===== src/rtl/flk_pkg.sv =====
package flk_pkg;

  typedef enum logic [1:0] {
    SEL_NDIV  = 2'b00,
    SEL_RDIV  = 2'b01,
    SEL_CTRL  = 2'b10,
    SEL_SPUR  = 2'b11
  } reg_sel_e;

  typedef struct packed {
    logic rdiv_timer;   // reference-divider word carrying a window length
    logic rdiv_normal;  // reference-divider word carrying modulus and mux code
    logic ndiv_fast;    // feedback-divider word with fast-lock request
  } wr_strobe_t;

endpackage


===== src/rtl/flk_reg_decode.sv =====
module flk_reg_decode
  import flk_pkg::*;
#(
  parameter int WORD_W    = 24,
  parameter int FIELD_W   = 12,
  parameter int FIELD_LSB = 2,
  parameter int MUX_W     = 3,
  parameter int MUX_LSB   = 20,
  parameter int CTL_BIT   = 23
) (
  input  logic               wr_en,
  input  logic [WORD_W-1:0]  wr_word,
  output wr_strobe_t         strobe,
  output logic [FIELD_W-1:0] field,
  output logic [MUX_W-1:0]   mux_code
);

  localparam int SEL_W = 2;

  reg_sel_e  sel;
  logic      ctl;
  logic      unused_bits;

  always_comb begin
    sel      = reg_sel_e'(wr_word[SEL_W-1:0]);
    ctl      = wr_word[CTL_BIT];
    field    = wr_word[FIELD_LSB +: FIELD_W];
    mux_code = wr_word[MUX_LSB +: MUX_W];

    strobe             = '0;
    strobe.rdiv_timer  = wr_en && (sel == SEL_RDIV) &&  ctl;
    strobe.rdiv_normal = wr_en && (sel == SEL_RDIV) && !ctl;
    strobe.ndiv_fast   = wr_en && (sel == SEL_NDIV) &&  ctl;
  end

  // control and noise/spur words carry nothing this block keeps
  assign unused_bits = ^wr_word;

endmodule


===== src/rtl/flk_setup_store.sv =====
module flk_setup_store
  import flk_pkg::*;
#(
  parameter int              FIELD_W = 12,
  parameter int              MUX_W   = 3,
  parameter logic [MUX_W-1:0] MUX_FL = 3'b110
) (
  input  logic               clk,
  input  logic               rst,
  input  wr_strobe_t         strobe,
  input  logic [FIELD_W-1:0] field,
  input  logic [MUX_W-1:0]   mux_code,
  output logic [FIELD_W-1:0] modulus_q,
  output logic [FIELD_W-1:0] timer_q,
  output logic [MUX_W-1:0]   mux_q,
  output logic               setup_ok_q
);

  logic               timer_seen_q;
  logic               timer_seen_d;
  logic [FIELD_W-1:0] modulus_d;
  logic [FIELD_W-1:0] timer_d;
  logic [MUX_W-1:0]   mux_d;

  always_comb begin
    modulus_d    = modulus_q;
    timer_d      = timer_q;
    mux_d        = mux_q;
    timer_seen_d = timer_seen_q;
    if (strobe.rdiv_timer) begin
      timer_d      = field;
      timer_seen_d = 1'b1;
    end
    if (strobe.rdiv_normal) begin
      modulus_d = field;
      mux_d     = mux_code;
    end
  end

  always_ff @(posedge clk) begin
    if (rst) begin
      modulus_q    <= '0;
      timer_q      <= '0;
      mux_q        <= '0;
      timer_seen_q <= 1'b0;
      setup_ok_q   <= 1'b0;
    end else begin
      modulus_q    <= modulus_d;
      timer_q      <= timer_d;
      mux_q        <= mux_d;
      timer_seen_q <= timer_seen_d;
      setup_ok_q   <= timer_seen_d && (mux_d == MUX_FL);
    end
  end

endmodule


===== src/rtl/flk_window_timer.sv =====
module flk_window_timer #(
  parameter int CNT_W = 12
) (
  input  logic             clk,
  input  logic             rst,
  input  logic             arm_req,
  input  logic             setup_ok,
  input  logic [CNT_W-1:0] load_val,
  input  logic             tick,
  output logic             wide_q
);

  logic [CNT_W-1:0] count_q;
  logic [CNT_W-1:0] count_d;
  logic             accept;

  always_comb begin
    accept  = arm_req && setup_ok && (load_val != '0);
    count_d = count_q;
    if (accept) begin
      count_d = load_val;
    end else if (tick && (count_q != '0)) begin
      count_d = count_q - 1'b1;
    end
  end

  always_ff @(posedge clk) begin
    if (rst) begin
      count_q <= '0;
      wide_q  <= 1'b0;
    end else begin
      count_q <= count_d;
      wide_q  <= (count_d != '0);
    end
  end

endmodule


===== src/rtl/flk_sequencer.sv =====
module flk_sequencer
  import flk_pkg::*;
#(
  parameter int               WORD_W    = 24,
  parameter int               FIELD_W   = 12,
  parameter int               FIELD_LSB = 2,
  parameter int               MUX_W     = 3,
  parameter int               MUX_LSB   = 20,
  parameter int               CTL_BIT   = 23,
  parameter logic [MUX_W-1:0] MUX_FL    = 3'b110
) (
  input  logic               clk,
  input  logic               rst,
  input  logic               wr_en,
  input  logic [WORD_W-1:0]  wr_word,
  input  logic               pfd_tick,
  output logic [FIELD_W-1:0] modulus_o,
  output logic [FIELD_W-1:0] fl_timer_o,
  output logic [MUX_W-1:0]   mux_sel_o,
  output logic               setup_ok_o,
  output logic               wide_bw_o
);

  wr_strobe_t         strobe;
  logic [FIELD_W-1:0] field;
  logic [MUX_W-1:0]   mux_code;

  flk_reg_decode #(
    .WORD_W(WORD_W), .FIELD_W(FIELD_W), .FIELD_LSB(FIELD_LSB),
    .MUX_W(MUX_W), .MUX_LSB(MUX_LSB), .CTL_BIT(CTL_BIT)
  ) u_decode (
    .wr_en(wr_en), .wr_word(wr_word),
    .strobe(strobe), .field(field), .mux_code(mux_code)
  );

  flk_setup_store #(
    .FIELD_W(FIELD_W), .MUX_W(MUX_W), .MUX_FL(MUX_FL)
  ) u_store (
    .clk(clk), .rst(rst), .strobe(strobe), .field(field), .mux_code(mux_code),
    .modulus_q(modulus_o), .timer_q(fl_timer_o), .mux_q(mux_sel_o),
    .setup_ok_q(setup_ok_o)
  );

  flk_window_timer #(
    .CNT_W(FIELD_W)
  ) u_window (
    .clk(clk), .rst(rst), .arm_req(strobe.ndiv_fast), .setup_ok(setup_ok_o),
    .load_val(fl_timer_o), .tick(pfd_tick), .wide_q(wide_bw_o)
  );

endmodule


===== config.mk =====
export PLATFORM = sky130hd
export DESIGN_NAME = flk_sequencer
export DESIGN_NICKNAME = d
export VERILOG_FILES = /design/src/rtl/flk_pkg.sv /design/src/rtl/flk_reg_decode.sv /design/src/rtl/flk_setup_store.sv /design/src/rtl/flk_window_timer.sv /design/src/rtl/flk_sequencer.sv
export SDC_FILE = /design/constraint.sdc
export NUM_CORES = 1
export LEC_CHECK = 0
export BUFFER_PORTS_ARGS = -buffer_cell sky130_fd_sc_hd__buf_4
export CAP_MARGIN = 10
export CORE_ASPECT_RATIO = 0.5
export CORE_MARGIN = 4
export CORE_UTILIZATION = 42
export DETAILED_ROUTE_END_ITERATION = 8
export GPL_TIMING_DRIVEN = 0
export PLACE_DENSITY = 0.63
export SLEW_MARGIN = 15
export SYNTH_ARGS = -nofsm -noshare
export SYNTH_HDL_FRONTEND = slang
export SYNTH_SLANG_ARGS = --single-unit

===== constraint.sdc =====
create_clock -name clk -period 3.4 [get_ports clk]
set_input_delay 0.17 -clock clk [delete_from_list [all_inputs] [get_ports clk]]
set_output_delay 0.17 -clock clk [all_outputs]
set_load 0.1 [all_outputs]

==> reports/qor.txt, run 1 <==
Dpl cells -> 343
Pre-Repair DR Iteration Count -> 4
Post-synthesis sequential area ratio -> 44.04%
Setup crit start kind -> register
Total Die Area -> 5754 um^2
Std cell rows -> 16
Max cap viols -> 0
Psw -> 624.0 uW
Clk_skew -> 0.003965 ns
Critical path type -> reg2reg
Layout cells sized above 1 -> 21.55%
Vias -> 1,837
Top Metal Used -> met4
Reg2reg start -> u_window.count_q[0]
Largest net degree at the start of global routing -> 13
R2R setup slack -> 0.83 ns
Clk pwr share -> 23.0%
Peak Freq -> 388.4 MHz
Worst slack, placed -> 0.8778 ns
Worst setup margin -> 0.8255 ns
Post-placement cell area -> 2352 um^2
Total GRT Usage -> 18.83%
Post-CTS setup buffers -> 0
Worst slew pin tran -> 0.8558 ns
Crit path capture -> u_window.wide_q
Cts bufs inserted -> 5
Synth-to-Final Area Change -> 28.77%
Switching Share -> 37.69%
Ys flop type -> dfxtp_1
Hold Vio Cnt, Final -> 0
Slew HR -> 42.17%
H-tree level count -> 2
Top cell type's share of synthesized area -> 44.04%
CTS tree -> built
Final Max Slew Viols -> 0
Remaining Overflow, GRT -> 0
Metal3 WL -> 239 um
Cell Count, Final, Fillers Out -> 351
Number of port buffers -> 50
Data required, critical path -> 3.54 ns
Post-synthesis instance total -> 239
# hold bufs at CTS -> 0
Cell taking the most area after synthesis -> dfxtp_1
Endpoints failing setup -> 0
Routed wire length -> 5148 um
M1 wire length -> 2625 um
I/O pin cnt -> 57
EDFF count, synth -> 0
Vias in the first global route -> 1,742
Root buf cell -> clkbuf_8
Crit-path max FO -> 5
DR WL/cell -> 14.67 um
Vias/cell -> 5.234
Highest cell delay on the worst timing path -> 0.75 ns
Initial antenna violation count -> 0
Min Hold Slack -> 0.1151 ns
Nets@finish -> 326
Worst Reg-to-Reg Cells -> 8
Post-Syn Area per Cell -> 7.989 um^2
Synth async-reset ratio -> 0%
Global-route wire length before repair -> 8604 um
Critical path's slowest cell -> nor4bb_1
Core Region -> 4124 um^2
WL met2 -> 2229 um
Most numerous cell in the Yosys netlist -> nand2_1
Die H -> 55.68 um
HP Start -> rst
Commonest cells post-synth -> nand2_1 (63), dfxtp_1 (42), a21oi_1 (27)
Tmin final -> 2.574 ns
Clock transition at path regs -> 0.08 ns
Worst Setup SP -> u_window.count_q[0]
Skew-Pair Late Insertion Delay -> 0.29 ns
Netlist Area Pre-Place -> 1909 um^2
Initial core utilization -> 46.30%
Internal Power -> 1.032 mW
Crit. path cell count -> 8
CTS max path bufs -> 2
CP top delay family -> simple AND/OR/NAND/NOR gates
Post-synth cell types -> 43
Worst setup EP type -> register
R2R Path End -> u_window.wide_q
WP data arrival -> 2.72 ns
DRC viols -> 0
Antenna-violating nets left -> 0
Post-Syn Nets -> 269
Die width -> 103.4 um
Placer Congestion -> 0.8638
Cell Pwr Density -> 673.5 nW/um^2
Leakage -> 0.9939 nW
RSZ-0062 raised after global routing -> false
Worst path bufs/invs -> 1
Outcome -> completed
Fin crit share -> 75.72%
Crit-path cells -> inv_1, ha_1, nor4bb_1, nand2_1, a221oi_1, a22oi_1, nor4b_1, a41oi_1
Quantity of gates resized following cts -> 0
Finished Cell Area -> 2459 um^2
Setup_tns -> 0 ns
YS warnings -> 0
DP HPWL -> 3933 um
Peak supply drop -> 260.5 uV
Clk sink count -> 42
Comb pwr share -> 40.7%
Yosys reg bits -> 42
DRT iter0 DRCs -> 94
Seq pwr share -> 36.3%
Diodes inserted -> 0
Synth top area cells -> dfxtp_1 (44%), nand2_1 (12%), a21oi_1 (7.1%), nor2b_1 (2.6%), nor2_1 (2.6%)
HP Class -> in2reg
cell type report:
class                   instances  area, um^2
flip-flops and latches         42       840.8
clock inverters                 1       30.03
well taps                      54       67.56
repair buffers                 50       375.4
fillers                       415        1665
plain buffers                  11       41.29
clock buffers                   7       76.32
inverters                       3       11.26
multi-input cells             183        1016
power by group through the flow:
stage / logic (mW) / registers (mW) / clock network (mW)
after floorplan: 0.439 / 0.685 / 0
after global placement: 0.660 / 0.610 / 0
after detailed placement: 0.663 / 0.611 / 0
after CTS: 0.668 / 0.600 / 0.388
after global routing: 0.738 / 0.609 / 0.408
final: 0.673 / 0.601 / 0.381
state kept, by name, summed over array words and instances (netlist names):
signal,count
u_window.wide_q,1
u_window.count_q,12
u_store.mux_q,3
u_store.timer_seen_q,1
u_store.modulus_q,12
u_store.timer_q,12
u_store.setup_ok_q,1
layer usage:
layer	up-vias	GRT usage, %
met5	-	0
met4	0	4.428
met3	7	4.631
met2	47	26.54
met1	828	28.37
li1	955	-
kinds of logic (layout without fill, tap and decap cells):
kind of cell,Yosys count,after routing,share of synthesized area (%)
XOR/XNOR,5,5,2.294
adder cells (fa/ha/maj),2,2,1.310
flip-flops,42,42,44.04
multiplexers,3,3,1.835
AO/OA/AOI/OAI,51,51,17.24
buffers and inverters,14,72,2.752
AND/OR/NAND/NOR,122,122,30.54
cells in the final DEF (no fill, tap or decap), types with 3 or more instances in the layout:
cell type,count
nor2b_1,8
clkbuf_8,5
clkbuf_1,13
a21oi_1,27
dfxtp_1,42
nand2_1,63
nor2_1,13
nor4_1,4
nand3_1,7
and3_1,3
nor3_1,9
o21ai_0,6
buf_4,50
inv_1,3
xor2_1,3
worst min-delay path by stage:
stage | to | depth (start not counted) | slack (ns)
finish | u_store.timer_seen_q | 2 | 0.12
global route | u_store.timer_seen_q | 2 | 0.13
CTS | u_store.timer_seen_q | 2 | 0.10
detailed placement | u_store.timer_seen_q | 2 | 0.42
global placement | u_store.timer_seen_q | 2 | 0.41
floorplan | u_store.timer_seen_q | 1 | 0.25
metrics by stage:
stage | utilization [%] | power, mW
after floorplan | - | 1.123
after global placement | 57.04 | 1.270
after detailed placement | 57.04 | 1.274
after CTS | 59.62 | 1.656
after global routing | 59.62 | 1.755
final | 59.62 | 1.656
Power figures use the tool's default switching activity.
==> run 2, diff against run 1 <==
Clock period 3.4 ns to 2.5 ns, I/O delays scaled along.
==> reports/qor.txt, run 2 (same netlist as run 1, synthesis figures left out) <==
Die width -> 103.4 um
Worst slack, placed -> -0.02222 ns
DR WL/cell -> 14.67 um
Cts bufs inserted -> 5
Number of port buffers -> 50
Worst slew pin tran -> 0.5705 ns
RSZ-0062 raised after global routing -> false
Max cap viols -> 0
Data required, critical path -> 2.64 ns
Largest regs -> u_store.modulus_q (12), u_store.timer_q (12), u_window.count_q (12)
Outcome -> completed
Routed wire length -> 5148 um
Global-route wire length before repair -> 8604 um
Pre-Repair DR Iteration Count -> 4
Setup crit start kind -> register
Clock transition at path regs -> 0.08 ns
Cell Count, Final, Fillers Out -> 351
Final Total Pwr -> 2.290 mW
Min Hold Slack -> 0.06986 ns
Antenna-violating nets left -> 0
R2R setup slack -> 0.14 ns
Skew-Pair Late Insertion Delay -> 0.29 ns
Util after Layout -> 60.29%
Placer Congestion -> 0.8638
Initial core utilization -> 46.30%
Fin crit share -> 94.27%
Clk_skew -> 0.004087 ns
Slew HR -> 61.97%
Most frequent cells in the layout -> nand2_1 (63), buf_4 (50), dfxtp_1 (42)
Core Region -> 4124 um^2
Nets@finish -> 326
Critical path type -> reg2reg
CTS tree -> built
Std cell rows -> 16
Initial antenna violation count -> 0
Clk sink count -> 42
Seq pwr share -> 35.9%
DRC viols -> 0
Dpl cells -> 343
# hold bufs at CTS -> 0
HP Class -> in2reg
WP data arrival -> 2.50 ns
Total Die Area -> 5754 um^2
Clk pwr share -> 22.6%
Tmin final -> 2.357 ns
Endpoints failing setup -> 0
Cell Pwr Density -> 921.1 nW/um^2
Worst setup EP type -> register
Setup_tns -> 0 ns
Peak supply drop -> 372.3 uV
Synth-to-Final Area Change -> 30.21%
Post-placement cell area -> 2352 um^2
Switching Share -> 37.74%
Peak Freq -> 424.3 MHz
Finished Cell Area -> 2486 um^2
Worst Reg-to-Reg Cells -> 7
I/O pin cnt -> 57
Commonest non-fill, non-tap cell in the layout -> nand2_1
Hold path depth -> 2
CTS max path bufs -> 2
DRT iter0 DRCs -> 97
Diodes inserted -> 0
Largest net degree at the start of global routing -> 13
Vias/cell -> 5.231
Hold Vio Cnt, Final -> 0
Vias in the first global route -> 1,742
Root buf cell -> clkbuf_8
DP HPWL -> 3933 um
Worst setup margin -> 0.1434 ns
Layout cells sized above 1 -> 22.56%
Total GRT Usage -> 18.83%
Internal Power -> 1.426 mW
Leakage -> 1.003 nW
Vias -> 1,836
Remaining Overflow, GRT -> 0
Crit-path max FO -> 7
H-tree level count -> 2
Die H -> 55.68 um
Final Max Slew Viols -> 0
Comb pwr share -> 41.4%
Psw -> 864.2 uW
-- run 2: area by class of cell --
class | count | area (um^2)
flip-flops and latches | 42 | 840.8
clock inverters | 1 | 30.03
fillers | 415 | 1638
clock buffers | 7 | 76.32
well taps | 54 | 67.56
inverters | 3 | 11.26
multi-input cells | 183 | 1042
plain buffers | 11 | 42.54
repair buffers | 50 | 375.4
-- run 2: path summary, 6_finish.rpt --
check / to / from
worst max-delay path: u_window.wide_q / u_window.count_q[10]
worst min-delay path: u_store.timer_seen_q / rst
worst max register to register: u_window.wide_q / u_window.count_q[10]
worst min register to register: u_store.modulus_q[2] / u_store.modulus_q[2]
-- run 2: worst max-delay path, cell delays in order, from the launching register on --
cell and delay (ns):
dfxtp_1 0.32, or3_1 0.36, clkbuf_1 0.23, o41ai_4 0.42, mux2i_1 0.15, mux2_4 0.28
nor4_2 0.30, a41oi_1 0.15
-- run 2: per-layer routing --
metal	vias to the layer above	wire length, um	track usage [%]
met4	0	53	4.428
met3	7	222	4.631
met2	41	2207	26.54
met5	-	0	0
met1	832	2665	28.37
li1	956	-	-
-- run 2: repair_timing --
item	4_1_cts	5_1_grt
resized for setup	1	5
pin swaps	0	1
cloned	0	0
setup buffers	0	0
endpoints found under the setup margin	1	1
-- run 2: power groups by stage --
| stage | Sequential, mW | Combinational (mW) | Clock (mW) |
|---|---|---|---|
| 4_1_cts | 0.818 | 0.912 | 0.528 |
| 5_1_grt | 0.832 | 1.04 | 0.555 |
| 6_report | 0.823 | 0.949 | 0.518 |
| 3_3_place_gp | 0.829 | 0.898 | 0 |
| 3_5_place_dp | 0.831 | 0.902 | 0 |
| 2_1_floorplan | 0.931 | 0.596 | 0 |
==> run 3, diff against run 2 <==
Settings changed: ABC_AREA set to 1, CORE_MARGIN 4 to 10, PLACE_DENSITY 0.63 to 0.62.
==> reports/qor.txt, run 3 <==
Util after Layout -> 56.94%
WP data arrival -> 2.04 ns
Post-synthesis sequential area ratio -> 40.48%
Post-synthesis instance total -> 313
Commonest cells post-synth -> nand2_1 (98), nor2_1 (49), dfxtp_1 (42)
Data required, critical path -> 2.67 ns
Most frequent cells in the layout -> nand2_1 (98), buf_4 (50), nor2_1 (49)
DRC viols -> 0
Initial core utilization -> 45.42%
Post-Syn Nets -> 343
Post-placement cell area -> 2527 um^2
Cts bufs inserted -> 5
Comb pwr share -> 52.3%
Antenna-violating nets left -> 0
RSZ-0062 raised after global routing -> false
Pre-Repair DR Iteration Count -> 4
Leakage -> 1.261 nW
Dpl cells -> 428
Slew HR -> 64.99%
Psw -> 1.178 mW
Setup crit start kind -> register
CTS tree -> built
Internal Power -> 1.431 mW
Clk pwr share -> 15.5%
Nets@finish -> 399
Placer Congestion -> 0.8563
I/O pin cnt -> 57
DRT iter0 DRCs -> 139
Cell Count, Final, Fillers Out -> 435
H-tree level count -> 2
Clk_skew -> 0.006464 ns
Worst slew pin tran -> 0.5251 ns
Worst Setup SP -> u_window.count_q[0]
Crit path capture -> u_window.wide_q
Number of port buffers -> 49
Commonest non-fill, non-tap cell in the layout -> nand2_1
Worst Reg-to-Reg Cells -> 15
Synth-to-Final Area Change -> 25.36%
Clk sink count -> 42
Root buf cell -> clkbuf_8
# hold bufs at CTS -> 0
Reg2reg start -> u_window.count_q[0]
Critical path type -> reg2reg
Top cell type's share of synthesized area -> 40.48%
Fin crit share -> 74.97%
CTS max path bufs -> 2
Hold Vio Cnt, Final -> 0
Quantity of gates resized following cts -> 0
Peak supply drop -> 427.5 uV
Largest net degree at the start of global routing -> 12
Netlist Area Pre-Place -> 2077 um^2
Post-CTS setup buffers -> 0
Ys flop type -> dfxtp_1
Core Region -> 4573 um^2
Remaining Overflow, GRT -> 0
Vias/cell -> 4.598
YS warnings -> 0
Die H -> 69.73 um
DR WL/cell -> 12.75 um
Largest regs -> u_store.modulus_q (12), u_store.timer_q (12), u_window.count_q (12)
Switching Share -> 45.16%
Worst setup EP type -> register
Crit-path max FO -> 10
Std cell rows -> 17
Worst slack, placed -> 0.6178 ns
Post-Syn Area per Cell -> 6.636 um^2
Routed wire length -> 5545 um
EDFF count, synth -> 0
Total GRT Usage -> 12.96%
Total Die Area -> 8329 um^2
Peak Freq -> 533.6 MHz
Cell taking the most area after synthesis -> dfxtp_1
R2R setup slack -> 0.63 ns
Vias -> 2,000
Final Max Slew Viols -> 0
Yosys reg bits -> 42
Post-synth cell types -> 29
Synth async-reset ratio -> 0%
Skew-Pair Late Insertion Delay -> 0.29 ns
Synth top area cells -> dfxtp_1 (40%), nand2_1 (18%), nor2_1 (8.9%), nand3_1 (5.5%), inv_1 (5.1%)
Max cap viols -> 0
Most numerous cell in the Yosys netlist -> nand2_1
R2R Path End -> u_window.wide_q
Setup_tns -> 0 ns
Initial antenna violation count -> 0
Vias in the first global route -> 1,938
Finished Cell Area -> 2604 um^2
Endpoints failing setup -> 0
Layout cells sized above 1 -> 19.78%
Outcome -> completed
Die width -> 119.5 um
Tmin final -> 1.874 ns
Worst setup margin -> 0.6258 ns
Diodes inserted -> 0
DP HPWL -> 4407 um
Cell Pwr Density -> 1002 nW/um^2
HP Class -> in2reg
Seq pwr share -> 32.2%
Clock transition at path regs -> 0.07 ns
Global-route wire length before repair -> 9094 um
## run 3: power by group through the flow
stage	clock network (mW)	registers, mW	logic, mW
after CTS	0.417	0.837	1.37
after global placement	0	0.851	1.35
after global routing	0.447	0.851	1.56
after floorplan	0	0.955	0.990
after detailed placement	0	0.853	1.36
final	0.404	0.839	1.37
## run 3: metal layers
metal | share of wire [%] | track usage [%] | up-vias
li1 | - | - | 1095
met1 | 50 | 17.06 | 844
met2 | 40 | 18.75 | 57
met3 | 8.7 | 5.182 | 4
met4 | 0.58 | 3.947 | 0
met5 | 0 | 0 | -
## run 3: how the worst min path moves through the flow
stage	from	endpoint	cells past startpoint
2_1_floorplan	wr_word[12]	u_store.modulus_q[10]	2
3_3_place_gp	wr_word[20]	u_store.mux_q[0]	3
3_5_place_dp	wr_word[12]	u_store.modulus_q[10]	3
4_1_cts	wr_word[4]	u_store.modulus_q[2]	3
5_1_grt	wr_word[5]	u_store.modulus_q[3]	3
6_report	wr_word[20]	u_store.mux_q[0]	3
## run 3: kinds of logic (layout without fill, tap and decap cells)
logic type / count (synthesis) / in the layout / synth area share, %
xor gates and xnor gates: 2 / 2 / 0.8435
muxes: 2 / 2 / 0.9639
adders and majority gates: 2 / 2 / 1.205
DFF: 42 / 42 / 40.48
and+or+nand+nor: 190 / 190 / 39.10
buffers and inverters: 43 / 99 / 8.373
AOI/OAI and AO/OA: 32 / 32 / 9.036
## run 3: per-stage QoR
step	total power, mW	hold slack (ns)
global placement	2.202	0.3948
floorplan	1.945	0.2689
global route	2.853	0.1049
CTS	2.622	0.09254
finish	2.608	0.1011
detailed placement	2.212	0.3974
## run 3: cell type report
class,instances,area [um^2]
buffer,12,57.56
timing repair buffer,49,367.9
inverter,31,116.4
tap,66,82.58
clock buffer,7,76.32
fill,475,1969
multi-input combinational,228,1062
sequential,42,840.8
## run 3: worst max-delay path, stage by stage (launching register included)
cell and delay [ns]:
dfxtp_1 0.36, inv_1 0.11, ha_1 0.23, nand2_1 0.08, nor2_2 0.05, nand2_4 0.12, nand2_4 0.06, buf_6 0.14
nand2_1 0.06, nand3_1 0.07, o21ai_1 0.11, nand2_1 0.07, nor2_1 0.09, nand2_1 0.07, nor2_1 0.08, nor2_1 0.04
